--- src/rtl/tmu_pkg.sv ---
package tmu_pkg;

  typedef enum logic [1:0] {
    CLS_PATTERN  = 2'd0,
    CLS_RELATION = 2'd1,
    CLS_WINDOW   = 2'd2,
    CLS_NONE     = 2'd3
  } cmp_class_e;

  typedef enum logic [2:0] {
    REL_EQ = 3'd0,
    REL_NE = 3'd1,
    REL_GT = 3'd2,
    REL_LT = 3'd3,
    REL_GE = 3'd4,
    REL_LE = 3'd5
  } rel_op_e;

  // strobes from control to datapath
  typedef struct packed {
    logic       cmpEnable;
    logic       edgeMode;
    logic       histOk;
    cmp_class_e cmpClass;
  } dp_ctrl_t;

  localparam logic [2:0] MAX_MODE_CODE   = 3'd5;
  localparam logic [2:0] MAX_BUNDLE_MODE = 3'd1;

endpackage

--- src/rtl/tmu_datapath.sv ---
module tmu_datapath
  import tmu_pkg::*;
#(
  parameter int W = 8
) (
  input  logic         clk,
  input  logic         rstN,
  input  logic [W-1:0] probe,
  input  logic [W-1:0] patValue,
  input  logic [W-1:0] patMask,
  input  logic [W-1:0] edgeRise,
  input  logic [W-1:0] edgeFall,
  input  logic [2:0]   relOp,
  input  logic [W-1:0] rangeLo,
  input  logic [W-1:0] rangeHi,
  input  logic         rangeInvert,
  input  dp_ctrl_t     ctrl,
  output logic         hit
);

  logic [W-1:0] prevSample;
  logic [W-1:0] roseBit, fellBit, edgeHit, edgeSel, levelMask;
  logic [W-1:0] maskedVal, maskedRef;
  logic         edgeOk, patternOk, relationOk, windowOk, classOk;

  always_ff @(posedge clk) begin
    if (!rstN) prevSample <= '0;
    else       prevSample <= probe;
  end

  for (genvar b = 0; b < W; b++) begin : g_bit
    assign roseBit[b] = ~prevSample[b] & probe[b];
    assign fellBit[b] = prevSample[b] & ~probe[b];
    assign edgeHit[b] = (edgeRise[b] & roseBit[b]) | (edgeFall[b] & fellBit[b]);
    assign edgeSel[b] = edgeRise[b] | edgeFall[b];
  end

  always_comb begin
    if (!ctrl.edgeMode || edgeSel == '0) edgeOk = 1'b1;
    else edgeOk = ctrl.histOk && (&(edgeHit | ~edgeSel));
  end

  assign levelMask = ctrl.edgeMode ? (patMask & ~edgeSel) : patMask;
  assign patternOk = ((probe ^ patValue) & levelMask) == '0;

  assign maskedVal = probe & patMask;
  assign maskedRef = patValue & patMask;

  always_comb begin
    case (relOp)
      REL_EQ:  relationOk = (maskedVal == maskedRef);
      REL_NE:  relationOk = (maskedVal != maskedRef);
      REL_GT:  relationOk = (maskedVal >  maskedRef);
      REL_LT:  relationOk = (maskedVal <  maskedRef);
      REL_GE:  relationOk = (maskedVal >= maskedRef);
      REL_LE:  relationOk = (maskedVal <= maskedRef);
      default: relationOk = 1'b0;
    endcase
  end

  assign windowOk = ((maskedVal >= rangeLo) && (maskedVal <= rangeHi)) ^ rangeInvert;

  always_comb begin
    case (ctrl.cmpClass)
      CLS_PATTERN:  classOk = patternOk;
      CLS_RELATION: classOk = relationOk;
      CLS_WINDOW:   classOk = windowOk;
      default:      classOk = 1'b0;
    endcase
  end

  assign hit = ctrl.cmpEnable && edgeOk && classOk;

  // edge selects cannot be satisfied before a history sample exists
  assert_no_edge_without_history_R4: assert property (@(posedge clk) disable iff (!rstN)
    (ctrl.edgeMode && !ctrl.histOk && (edgeSel != '0)) |-> !hit);

  // a non-inverted window hit lies inside the bounds
  assert_window_inside_R6: assert property (@(posedge clk) disable iff (!rstN)
    (hit && ctrl.cmpClass == CLS_WINDOW && !rangeInvert) |->
      ((probe & patMask) >= rangeLo && (probe & patMask) <= rangeHi));

endmodule

--- src/rtl/tmu_control.sv ---
module tmu_control
  import tmu_pkg::*;
#(
  parameter int CNT_W      = 4,
  parameter bit SINGLE_BUS = 1'b1,
  localparam int TGT_W     = (CNT_W == 0) ? 1 : CNT_W
) (
  input  logic             clk,
  input  logic             rstN,
  input  logic [2:0]       mode,
  input  logic [TGT_W-1:0] occTarget,
  input  logic             hitIn,
  output dp_ctrl_t         ctrl,
  output logic             matchEvent
);

  logic modeLegal;
  logic histValid;
  logic eventNext;

  always_comb begin
    modeLegal = (mode <= MAX_MODE_CODE);
    if (!SINGLE_BUS && mode > MAX_BUNDLE_MODE) modeLegal = 1'b0;
  end

  always_ff @(posedge clk) begin
    if (!rstN) histValid <= 1'b0;
    else       histValid <= 1'b1;
  end

  always_comb begin
    ctrl.cmpEnable = modeLegal;
    ctrl.edgeMode  = mode[0];
    ctrl.histOk    = histValid;
    ctrl.cmpClass  = modeLegal ? cmp_class_e'(mode[2:1]) : CLS_NONE;
  end

  if (CNT_W == 0) begin : g_nocount
    logic unusedTarget;
    assign unusedTarget = ^occTarget;
    assign eventNext    = hitIn;
  end else begin : g_count
    logic [CNT_W-1:0] occCnt;
    logic [CNT_W-1:0] tgtEff;
    logic [CNT_W:0]   cntPlusOne;
    logic             reached;

    assign tgtEff     = (occTarget == '0) ? CNT_W'(1) : occTarget;
    assign cntPlusOne = {1'b0, occCnt} + (CNT_W+1)'(1);
    assign reached    = cntPlusOne >= {1'b0, tgtEff};
    assign eventNext  = hitIn && reached;

    always_ff @(posedge clk) begin
      if (!rstN)        occCnt <= '0;
      else if (hitIn) begin
        if (reached)    occCnt <= '0;
        else            occCnt <= cntPlusOne[CNT_W-1:0];
      end
    end

    // the count is empty whenever the event is presented
    assert_count_clears_R10: assert property (@(posedge clk) disable iff (!rstN)
      matchEvent |-> (occCnt == '0));

    // the count only steps by one or returns to zero
    assert_count_step_R9: assert property (@(posedge clk) disable iff (!rstN)
      (occCnt != $past(occCnt)) |->
        (occCnt == '0 || occCnt == $past(occCnt) + CNT_W'(1)));
  end

  always_ff @(posedge clk) begin
    if (!rstN) matchEvent <= 1'b0;
    else       matchEvent <= eventNext;
  end

  // an event is always the registered image of a sampled hit
  assert_event_after_hit_R12: assert property (@(posedge clk) disable iff (!rstN)
    matchEvent |-> $past(hitIn));

  // an unusable mode code is never followed by an event
  assert_illegal_quiet_R8: assert property (@(posedge clk) disable iff (!rstN)
    (mode > MAX_MODE_CODE) |=> !matchEvent);

endmodule

--- src/rtl/trig_match_unit.sv ---
module trig_match_unit
  import tmu_pkg::*;
#(
  parameter int W          = 8,
  parameter int CNT_W      = 4,
  parameter bit SINGLE_BUS = 1'b1,
  localparam int TGT_W     = (CNT_W == 0) ? 1 : CNT_W
) (
  input  logic             clk,
  input  logic             rstN,
  input  logic [W-1:0]     probe,
  input  logic [2:0]       mode,
  input  logic [W-1:0]     patValue,
  input  logic [W-1:0]     patMask,
  input  logic [W-1:0]     edgeRise,
  input  logic [W-1:0]     edgeFall,
  input  logic [2:0]       relOp,
  input  logic [W-1:0]     rangeLo,
  input  logic [W-1:0]     rangeHi,
  input  logic             rangeInvert,
  input  logic [TGT_W-1:0] occTarget,
  output logic             matchEvent
);

  dp_ctrl_t ctrl;
  logic     hit;

  tmu_control #(.CNT_W(CNT_W), .SINGLE_BUS(SINGLE_BUS)) u_ctrl (
    .clk        (clk),
    .rstN       (rstN),
    .mode       (mode),
    .occTarget  (occTarget),
    .hitIn      (hit),
    .ctrl       (ctrl),
    .matchEvent (matchEvent)
  );

  tmu_datapath #(.W(W)) u_dp (
    .clk         (clk),
    .rstN        (rstN),
    .probe       (probe),
    .patValue    (patValue),
    .patMask     (patMask),
    .edgeRise    (edgeRise),
    .edgeFall    (edgeFall),
    .relOp       (relOp),
    .rangeLo     (rangeLo),
    .rangeHi     (rangeHi),
    .rangeInvert (rangeInvert),
    .ctrl        (ctrl),
    .hit         (hit)
  );

endmodule

--- config.mk ---
export PLATFORM = sky130hd
export DESIGN_NAME = trig_match_unit
export DESIGN_NICKNAME = d
export VERILOG_FILES = /design/src/rtl/tmu_pkg.sv /design/src/rtl/tmu_datapath.sv /design/src/rtl/tmu_control.sv /design/src/rtl/trig_match_unit.sv
export SDC_FILE = /design/constraint.sdc
export NUM_CORES = 1
export LEC_CHECK = 0
export CAP_MARGIN = 0
export CORE_MARGIN = 1
export CORE_UTILIZATION = 40
export DETAILED_ROUTE_END_ITERATION = 6
export GPL_ROUTABILITY_DRIVEN = 0
export HOLD_SLACK_MARGIN = 0.02
export PLACE_DENSITY = 0.83
export SYNTH_ARGS = -nofsm -noshare
export SYNTH_HDL_FRONTEND = slang
export SYNTH_HIERARCHICAL = 1
export SYNTH_SLANG_ARGS = --single-unit
--- constraint.sdc ---
create_clock -name clk -period 3.3 [get_ports clk]
set_input_delay 0.66 -clock clk [delete_from_list [all_inputs] [get_ports clk]]
set_output_delay 0.66 -clock clk [all_outputs]
set_load 0.02 [all_outputs]
==> results.md, run 1 <==
| Stage | Quantity | Reported |
|:---|:---|:---|
| status | Outcome | finished, final reports clean |
| drt | Number of DRC markers after the initial detailed-route iteration | 85 |
| sta | Fin Clk Skew | 2.25 ps |
| pwr | Overall power after layout | 0.647 mW |
| logic synthesis | Post-synthesis instance area | 1770 um2 |
| placed design | Total half-perimeter wirelength after legalization and detailed placement | 4.19 mm |
| sta | Final number of hold-violating endpoints | 0 |
| finish | Util after Layout | 69.5% |
| logic synthesis | Post-synthesis adder-cell area fraction | 18.9% |
| sta | Final max-slew violation count | 0 |
| logic synthesis | Synth cell count leaders | sky130_fd_sc_hd__ha_1, sky130_fd_sc_hd__nand2_1, sky130_fd_sc_hd__inv_1 |
| sta | Slew at the pin closest to its max-slew limit | 462 ps |
| pwr | Power per Cell Area | 226 nW/um2 |
| sta | Total negative slack for setup checks | 0 ps |
| logic synthesis | EDFF count, synth | 0 |
| sta | Number of setup violations in the final report | 0 |
| floorplan | Die width | 68.5 um |
| setup path | Critical path endpoint category | flip-flop |
| cts | Skew-Pair Late Insertion Delay | 250 ps |
| logic synthesis | Number of nets produced by synthesis | 325 |
| pwr | Static Leak | 1.25 nW |
| floorplan | Placeable core area | 4120 um2 |
| setup path | Kind of start point of the critical path | primary input |
| cts | Clock transition at the registers of the reported paths | 60 ps |
| drt | First drt pass iteration count | 4 |
| placed design | IO buf count | 69 |
| floorplan | Effective utilization at floorplan | 43.0% |
| logic synthesis | Synthesized area per cell | 7.70 um2 |
| cts | Root buffer selected by CTS | sky130_fd_sc_hd__clkbuf_8 |
| setup path | Register-to-Register Path Depth | 10 |
| setup path | Startpoint of the worst setup timing path | patMask[7] |
| logic synthesis | FF+latch count, synth | 14 |
| worst hold path | HP Start | u_ctrl/g_count.occCnt[1]$_SDFFE_PN0P_ |
| finish | P&R area growth vs syn | 61.6% |
| logic synthesis | Unique cell type count in the Yosys netlist | 44 |
| global route | Pin count of the biggest net entering global routing | 17 |
| logic synthesis | Predominant post-synthesis flop cell | sky130_fd_sc_hd__dfxtp_1 |
| drt | Routed length per placed instance | 14.0 um |
| sta | Max-slew headroom at the worst pin | 69.1% |
| global route | Number of global-route vias before repair | 1924 |
| drt | Number of DRC violations after detailed routing | 0 |
| worst hold path | Worst hold path type | reg -> reg |
| logic synthesis | Syn Inst Count | 230 |
| logic synthesis | Xor/xnor share of the synthesized area | 5.94% |
| floorplan | Number of rows in the core area | 23 |
| cts | Worst-case clock buffer depth | 2 |
| logic synthesis | Mux cell area share after synthesis | 0% |
| drt | Via count normalized by instance count | 5.46 |
| cts | Number of buffers inserted by hold repair at cts | 0 |
| floorplan | Die area | 4700 um2 |
| cts | Sinks on Clock Net | 14 |
| finish | Post-route non-filler standard cell count | 372 |
| logic synthesis | Main combinational cell family by area after synthesis | simple AND/OR/NAND/NOR gates |
| finish | # nets final | 418 |
| finish | Inserted Diodes | 0 |
| logic synthesis | Count of synthesis-stage warnings from yosys | 6 |
| run | Max-cap check violation count | 0 |
| logic synthesis | Yosys top cell area share | 18.4% |
| sta | Final min period | 3160 ps |
| logic synthesis | Part of the Yosys area used for sequential elements | 15.8% |
| logic synthesis | Simple-Gate Fraction of Synth Area | 30.7% |
| global route | First-pass GRT wire length | 7.85 mm |
| cts | Clock tree from TritonCTS | yes |
| setup path | Source of the worst register-to-register timing path | u_dp/prevSample[3]$_SDFF_PN0_ |
| pwr | Worst vdd rail ir drop | 280 uV |
| setup path | Critical-path maximum fanout | 5 |
| worst hold path | Hold Path Depth | 2 |
| drt | DRT Wirelength | 5.22 mm |
| sta | Post-route clock period utilization | 95.8% |
| logic synthesis | Leading post-synthesis cells by cell area | sky130_fd_sc_hd__ha_1, sky130_fd_sc_hd__dfxtp_1, sky130_fd_sc_hd__and2_1 |
| global route | Remaining global-route overflow | 0 |
| logic synthesis | Post-synth top area cell | sky130_fd_sc_hd__ha_1 |
| setup path | Data arrival time of the critical path | 3340 ps |
| finish | Share of layout cells above drive strength 1 | 16.5% |
| cts | H-tree depth | 1 |
| global route | GRT Total Usage | 21.8% |
| logic synthesis | Compound-cell area share of the yosys netlist | 22.2% |
| floorplan | Number of top-level pins | 70 |
| sta | Timing-limited maximum frequency | 316 MHz |
| setup path | Required time at the worst-slack endpoint | 3480 ps |
| floorplan | Overall die height | 68.5 um |
| placed design | Number of cells in the design after placement | 366 |
| global route | Antenna violations before repair | 0 |
| cts | CTS buffer count | 3 |
| setup path | Kind of critical path | in -> reg |
| drt | Via count of the routed design | 2032 |
| drt | Post-detailed-route count of antenna-violating nets | 0 |
| logic synthesis | FFs w/ async S/R, synth | 0% |
## power by group
part | total (mW) | internal, mW | switching (mW)
Combinational | 0.302 | 0.175 | 0.126
Sequential | 0.180 | 0.176 | 0.00372
Clock | 0.165 | 0.106 | 0.0595
Total | 0.647 | 0.457 | 0.190
## stage by stage
stage / hold WS (ps) / setup WS, ps / cell area (um2)
2_1_floorplan: 442 / 383 / 1770
6_report: 485 / 139 / 2860
4_1_cts: 485 / 14.1 / 2720
3_3_place_gp: 463 / -186 / 2660
5_1_grt: 514 / -11.5 / 2860
3_5_place_dp: 470 / -273 / 2660
## worst paths after layout
kind                                                               to  slack (ps)
worst min-delay path            u_ctrl/g_count.occCnt[1]$_SDFFE_PN0P_         490
worst min register to register  u_ctrl/g_count.occCnt[1]$_SDFFE_PN0P_         490
worst max-delay path            u_ctrl/g_count.occCnt[1]$_SDFFE_PN0P_         140
worst max register to register  u_ctrl/g_count.occCnt[1]$_SDFFE_PN0P_        1360
## worst max-delay path, cell delays in order
cell,delay (ps)
sky130_fd_sc_hd__clkdlybuf4s50_1,440
sky130_fd_sc_hd__and2_4,190
sky130_fd_sc_hd__buf_4,140
sky130_fd_sc_hd__ha_1,300
sky130_fd_sc_hd__nand4_1,180
sky130_fd_sc_hd__a211oi_2,60
sky130_fd_sc_hd__or2_2,300
sky130_fd_sc_hd__or3_1,320
sky130_fd_sc_hd__nand4_1,140
sky130_fd_sc_hd__a41oi_4,140
sky130_fd_sc_hd__buf_4,180
sky130_fd_sc_hd__nor2b_1,150
sky130_fd_sc_hd__nand2_1,70
sky130_fd_sc_hd__o21ai_1,70
## per-layer routing
metal | share of wire (%) | track usage [%] | up-vias
li1 | - | - | 1031
met1 | 43 | 25.5 | 919
met2 | 50 | 40.6 | 72
met3 | 5.3 | 1.64 | 10
met4 | 1.6 | 8.85 | 0
met5 | 0 | 0 | -
## placed cells by master (no fill, tap or decap), types with 4 or more instances in the layout
cell type,n
sky130_fd_sc_hd__clkdlybuf4s50_1,63
sky130_fd_sc_hd__nand2_1,25
sky130_fd_sc_hd__buf_4,24
sky130_fd_sc_hd__inv_1,22
sky130_fd_sc_hd__ha_1,21
sky130_fd_sc_hd__dfxtp_1,14
sky130_fd_sc_hd__nand3_1,13
sky130_fd_sc_hd__nand3b_1,11
sky130_fd_sc_hd__and2_1,11
sky130_fd_sc_hd__xor2_1,9
sky130_fd_sc_hd__o21ai_0,9
sky130_fd_sc_hd__o221ai_1,9
sky130_fd_sc_hd__dlymetal6s2s_1,6
sky130_fd_sc_hd__nand4_1,6
sky130_fd_sc_hd__nor2_1,5
sky130_fd_sc_hd__and2_4,5
sky130_fd_sc_hd__a21oi_1,5
sky130_fd_sc_hd__ha_4,5
sky130_fd_sc_hd__clkbuf_8,4
sky130_fd_sc_hd__o21a_1,4
sky130_fd_sc_hd__o21ai_1,4
sky130_fd_sc_hd__nor4_1,4
## layout make-up
type	count	area, um2
inverters	22	82.6
clock buffers	4	55.1
multi-input cells	189	1500
fillers	339	1250
well taps	50	62.6
repair buffers	93	886
flip-flops and latches	14	280
## timing repair
| action | CTS | global route |
|---|---|---|
| gates cloned | 0 | 0 |
| pin swaps | 0 | 13 |
| buffers inserted | 0 | 2 |
| endpoints found under the setup margin | 4 | 4 |
| gates resized for setup | 1 | 25 |
## logic make-up after synthesis
kind of cell               Yosys count
buffers and inverters               27
xor gates and xnor gates            12
adders and majority gates           27
AOI/OAI and AO/OA                   53
DFF                                 14
and+or+nand+nor                     97
## flip-flops by register name, indices dropped and copies added, names as in the netlist
signal / flops
u_ctrl/g_count.occCnt: 4
u_ctrl/matchEvent: 1
u_ctrl/histValid: 1
u_dp/prevSample: 8
Note: power is estimated with default switching activity, not from simulation.
==> inputs of run 2 (changes only) <==
--- a/config.mk
+++ b/config.mk
@@ -6,7 +6,6 @@
 export NUM_CORES = 1
 export LEC_CHECK = 0
 export CAP_MARGIN = 0
-export CORE_MARGIN = 1
 export CORE_UTILIZATION = 40
 export DETAILED_ROUTE_END_ITERATION = 6
 export GPL_ROUTABILITY_DRIVEN = 0
==> constraint.sdc (replaced) <==
create_clock -name clk -period 4 [get_ports clk]
set_input_delay 0.8 -clock clk [delete_from_list [all_inputs] [get_ports clk]]
set_output_delay 0.8 -clock clk [all_outputs]
set_load 0.02 [all_outputs]
==> results.md, run 2 (synthesized netlist as in run 1, its figures left out) <==
| Stage | Quantity | Reported | Delta |
|:---|:---|:---|:---|
| floorplan | Number of rows in the core area | 23 | unchanged |
| drt | Post-detailed-route count of antenna-violating nets | 0 | unchanged |
| pwr | Power per Cell Area | 185 nW/um2 | -18% |
| sta | Total negative slack for setup checks | 0 ps | unchanged |
| cts | H-tree depth | 1 | unchanged |
| global route | Pin count of the biggest net entering global routing | 17 | unchanged |
| setup path | Critical-path maximum fanout | 8 | +3 |
| setup path | Worst path depth | 13 | -1 |
| global route | Antenna violations before repair | 0 | unchanged |
| finish | Inserted Diodes | 0 | unchanged |
| placed design | Total half-perimeter wirelength after legalization and detailed placement | 4.05 mm | -3.4% |
| floorplan | Die width | 68.5 um | unchanged |
| worst hold path | Hold Path Depth | 2 | unchanged |
| sta | Max-slew headroom at the worst pin | 69.6% | +0.46 points |
| cts | Skew-Pair Late Insertion Delay | 240 ps | about the same |
| setup path | Sum of buffers and inverters on the critical path | 1 | -2 |
| sta | Post-route clock period utilization | 90.0% |  |
| pwr | Share of total power in the clock network | 24.0% | -1.5 points |
| finish | Share of layout cells above drive strength 1 | 4.35% | -12 points |
| setup path | Data arrival time of the critical path | 3780 ps | +440 ps |
| pwr | Switching power | 0.140 mW | -26% |
| sta | Final max-slew violation count | 0 | unchanged |
| pwr | Static Leak | 1.07 nW | -15% |
| cts | Clock transition at the registers of the reported paths | 50 ps | about the same |
| drt | Routed length per placed instance | 13.7 um | -2.7% |
| setup path | Cell breakdown of the critical path | clkdlybuf4s50_1 -> and2_1 -> ha_1 -> a21oi_1 -> o21ai_0 -> a311oi_1 -> o22ai_1 -> or4_4 -> a41oi_2 -> nand2_1 -> nor2_1 -> o22ai_1 -> a21boi_1 |  |
| pwr | Worst vdd rail ir drop | 152 uV | -46% |
| status | Outcome | finished, final reports clean |  |
| drt | Via count normalized by instance count | 5.52 | +0.98% |
| global route | First-pass GRT wire length | 7.66 mm | -2.5% |
| run | Max-cap check violation count | 0 | unchanged |
| finish | Most common cell after layout, fill and taps aside | sky130_fd_sc_hd__clkdlybuf4s50_1 |  |
| floorplan | Overall die height | 68.5 um | unchanged |
| setup path | Cell with the largest stage delay on the worst path | sky130_fd_sc_hd__clkdlybuf4s50_1 |  |
| finish | Leading cell types in the layout, fill and taps excluded | sky130_fd_sc_hd__clkdlybuf4s50_1, sky130_fd_sc_hd__nand2_1, sky130_fd_sc_hd__ha_1 |  |
| finish | # nets final | 396 | -5.3% |
| setup path | Register-to-Register Path Depth | 10 | unchanged |
| setup path | Required time at the worst-slack endpoint | 4180 ps | +700 ps |
| floorplan | Placeable core area | 4120 um2 | unchanged |
| sta | Timing-limited maximum frequency | 278 MHz |  |
| finish | Top reg by flops | u_dp/prevSample |  |
| cts | Sinks on Clock Net | 14 | unchanged |
| sta | Slew at the pin closest to its max-slew limit | 452 ps | -9.60 ps |
| finish | Flip-flop count of the largest register after layout | 8 | unchanged |
| setup path | Crit path max-delay family | compound AO/OA/AOI/OAI gates |  |
| cts | CTS buffer count | 3 | unchanged |
| pwr | Relative contribution of combinational cells to total power | 44.7% | -1.9 points |
| global route | GRT Total Usage | 21.6% | -0.26 points |
| drt | First drt pass iteration count | 4 | unchanged |
| finish | Largest registers in the final layout | u_dp/prevSample x8, u_ctrl/g_count.occCnt x4 |  |
| sta | Final min period | 3600 ps |  |
| drt | DRT Wirelength | 4.77 mm | -8.7% |
| sta | Number of setup violations in the final report | 0 | unchanged |
| global route | Number of global-route vias before repair | 1931 | +0.36% |
| worst hold path | Worst hold path type | reg -> reg |  |
| drt | Number of DRC violations after detailed routing | 0 | unchanged |
| cts | Worst-case clock buffer depth | 2 | unchanged |
| sta | Unrepaired setup endpoints after global routing | false |  |
| cts | Post-CTS Setup Repair Bufs | 0 | unchanged |
| placed design | IO buf count | 69 | unchanged |
| cts | Number of buffers inserted by hold repair at cts | 0 | unchanged |
| sta | Minimum hold slack | 488 ps | +2.62 ps |
| setup path | Maximum cell stage delay along the critical path | 570 ps | +130 ps |
| sta | Final number of hold-violating endpoints | 0 | unchanged |
| setup path | Critical path endpoint category | flip-flop |  |
| sta | Fin Clk Skew | 3.58 ps | +1.33 ps |
| drt | Via count of the routed design | 1925 | -5.3% |
| floorplan | Number of top-level pins | 70 | unchanged |
| finish | P&R area growth vs syn | 44.0% |  |
| pwr | Sw Ratio | 29.7% | +0.36 points |
| global route | Remaining global-route overflow | 0 | unchanged |
| cts | Clock tree from TritonCTS | yes |  |
| setup path | Kind of start point of the critical path | primary input |  |
| cts | Number of cells upsized or downsized after cts | 0 | -1 |
| pwr | Relative contribution of sequential cells to total power | 31.4% | +3.6 points |
| floorplan | Die area | 4700 um2 | unchanged |
| setup path | Kind of critical path | in -> reg |  |
| drt | Number of DRC markers after the initial detailed-route iteration | 106 | +25% |
| floorplan | Effective utilization at floorplan | 43.0% | unchanged |
| pwr | Internal cell power | 0.332 mW | -27% |
| pwr | Overall power after layout | 0.472 mW | -27% |
| setup path | Most common cell on crit path | sky130_fd_sc_hd__o22ai_1 |  |
| cts | Root buffer selected by CTS | sky130_fd_sc_hd__clkbuf_8 |  |
-- run 2: cell count changes in the layout (fill, tap and decap cells not counted), sizes merged --
cell,change
clkdlybuf4s50,+6
clkbuf,-1
dlymetal6s2s,-6
buf,-22
-- run 2: area by class of cell --
| type | count | area (um2) |
|---|---|---|
| Timing Repair Buffer | 71 | 706 |
| Inverter | 22 | 82.6 |
| Tap cell | 50 | 62.6 |
| Clock buffer | 3 | 41.3 |
| Multi-Input combinational cell | 189 | 1380 |
| Sequential cell | 14 | 280 |
| Fill cell | 381 | 1570 |
-- run 2: through the flow --
| stage | instances | instance area, um2 | util, % | setup WS (ps) |
|---|---|---|---|---|
| after floorplan | 230 | 1770 | - | 943 |
| after global placement | 346 | 2510 | 61.0 | 248 |
| after detailed placement | 346 | 2510 | 61.0 | 151 |
| after CTS | 349 | 2550 | 62.0 | 419 |
| after global routing | 349 | 2550 | 62.0 | 150 |
| final | 349 | 2550 | 62.0 | 399 |
-- run 2: power groups by stage --
stage               registers [mW]  logic [mW]  clock network (mW)
finish                       0.148       0.211               0.113
global route                 0.149       0.234               0.123
CTS                          0.148       0.211               0.117
detailed placement           0.151       0.209                   0
global placement             0.151       0.205                   0
floorplan                    0.151       0.103                   0
-- run 2: tightest hold or removal path, cell delays in order (launching register included) --
cell and delay [ps]:
sky130_fd_sc_hd__dfxtp_1 330, sky130_fd_sc_hd__nand2_1 60, sky130_fd_sc_hd__o21ai_1 60
-- run 2: layer usage --
metal	track usage [%]	wire (um)	share of wire, %
met5	0	0	0
met4	12.2	142	3.0
met3	1.15	320	6.7
met2	40.7	2290	48
met1	23.7	2020	42
-- run 2: worst paths after layout --
kind                                                             from                               endpoint  slack, ps
worst max-delay path                                         probe[5]  u_ctrl/g_count.occCnt[2]$_SDFFE_PN0P_        400
worst min register to register  u_ctrl/g_count.occCnt[3]$_SDFFE_PN0P_  u_ctrl/g_count.occCnt[3]$_SDFFE_PN0P_        490
worst max register to register          u_dp/prevSample[3]$_SDFF_PN0_  u_ctrl/g_count.occCnt[2]$_SDFFE_PN0P_       1900
worst min-delay path            u_ctrl/g_count.occCnt[3]$_SDFFE_PN0P_  u_ctrl/g_count.occCnt[3]$_SDFFE_PN0P_        490
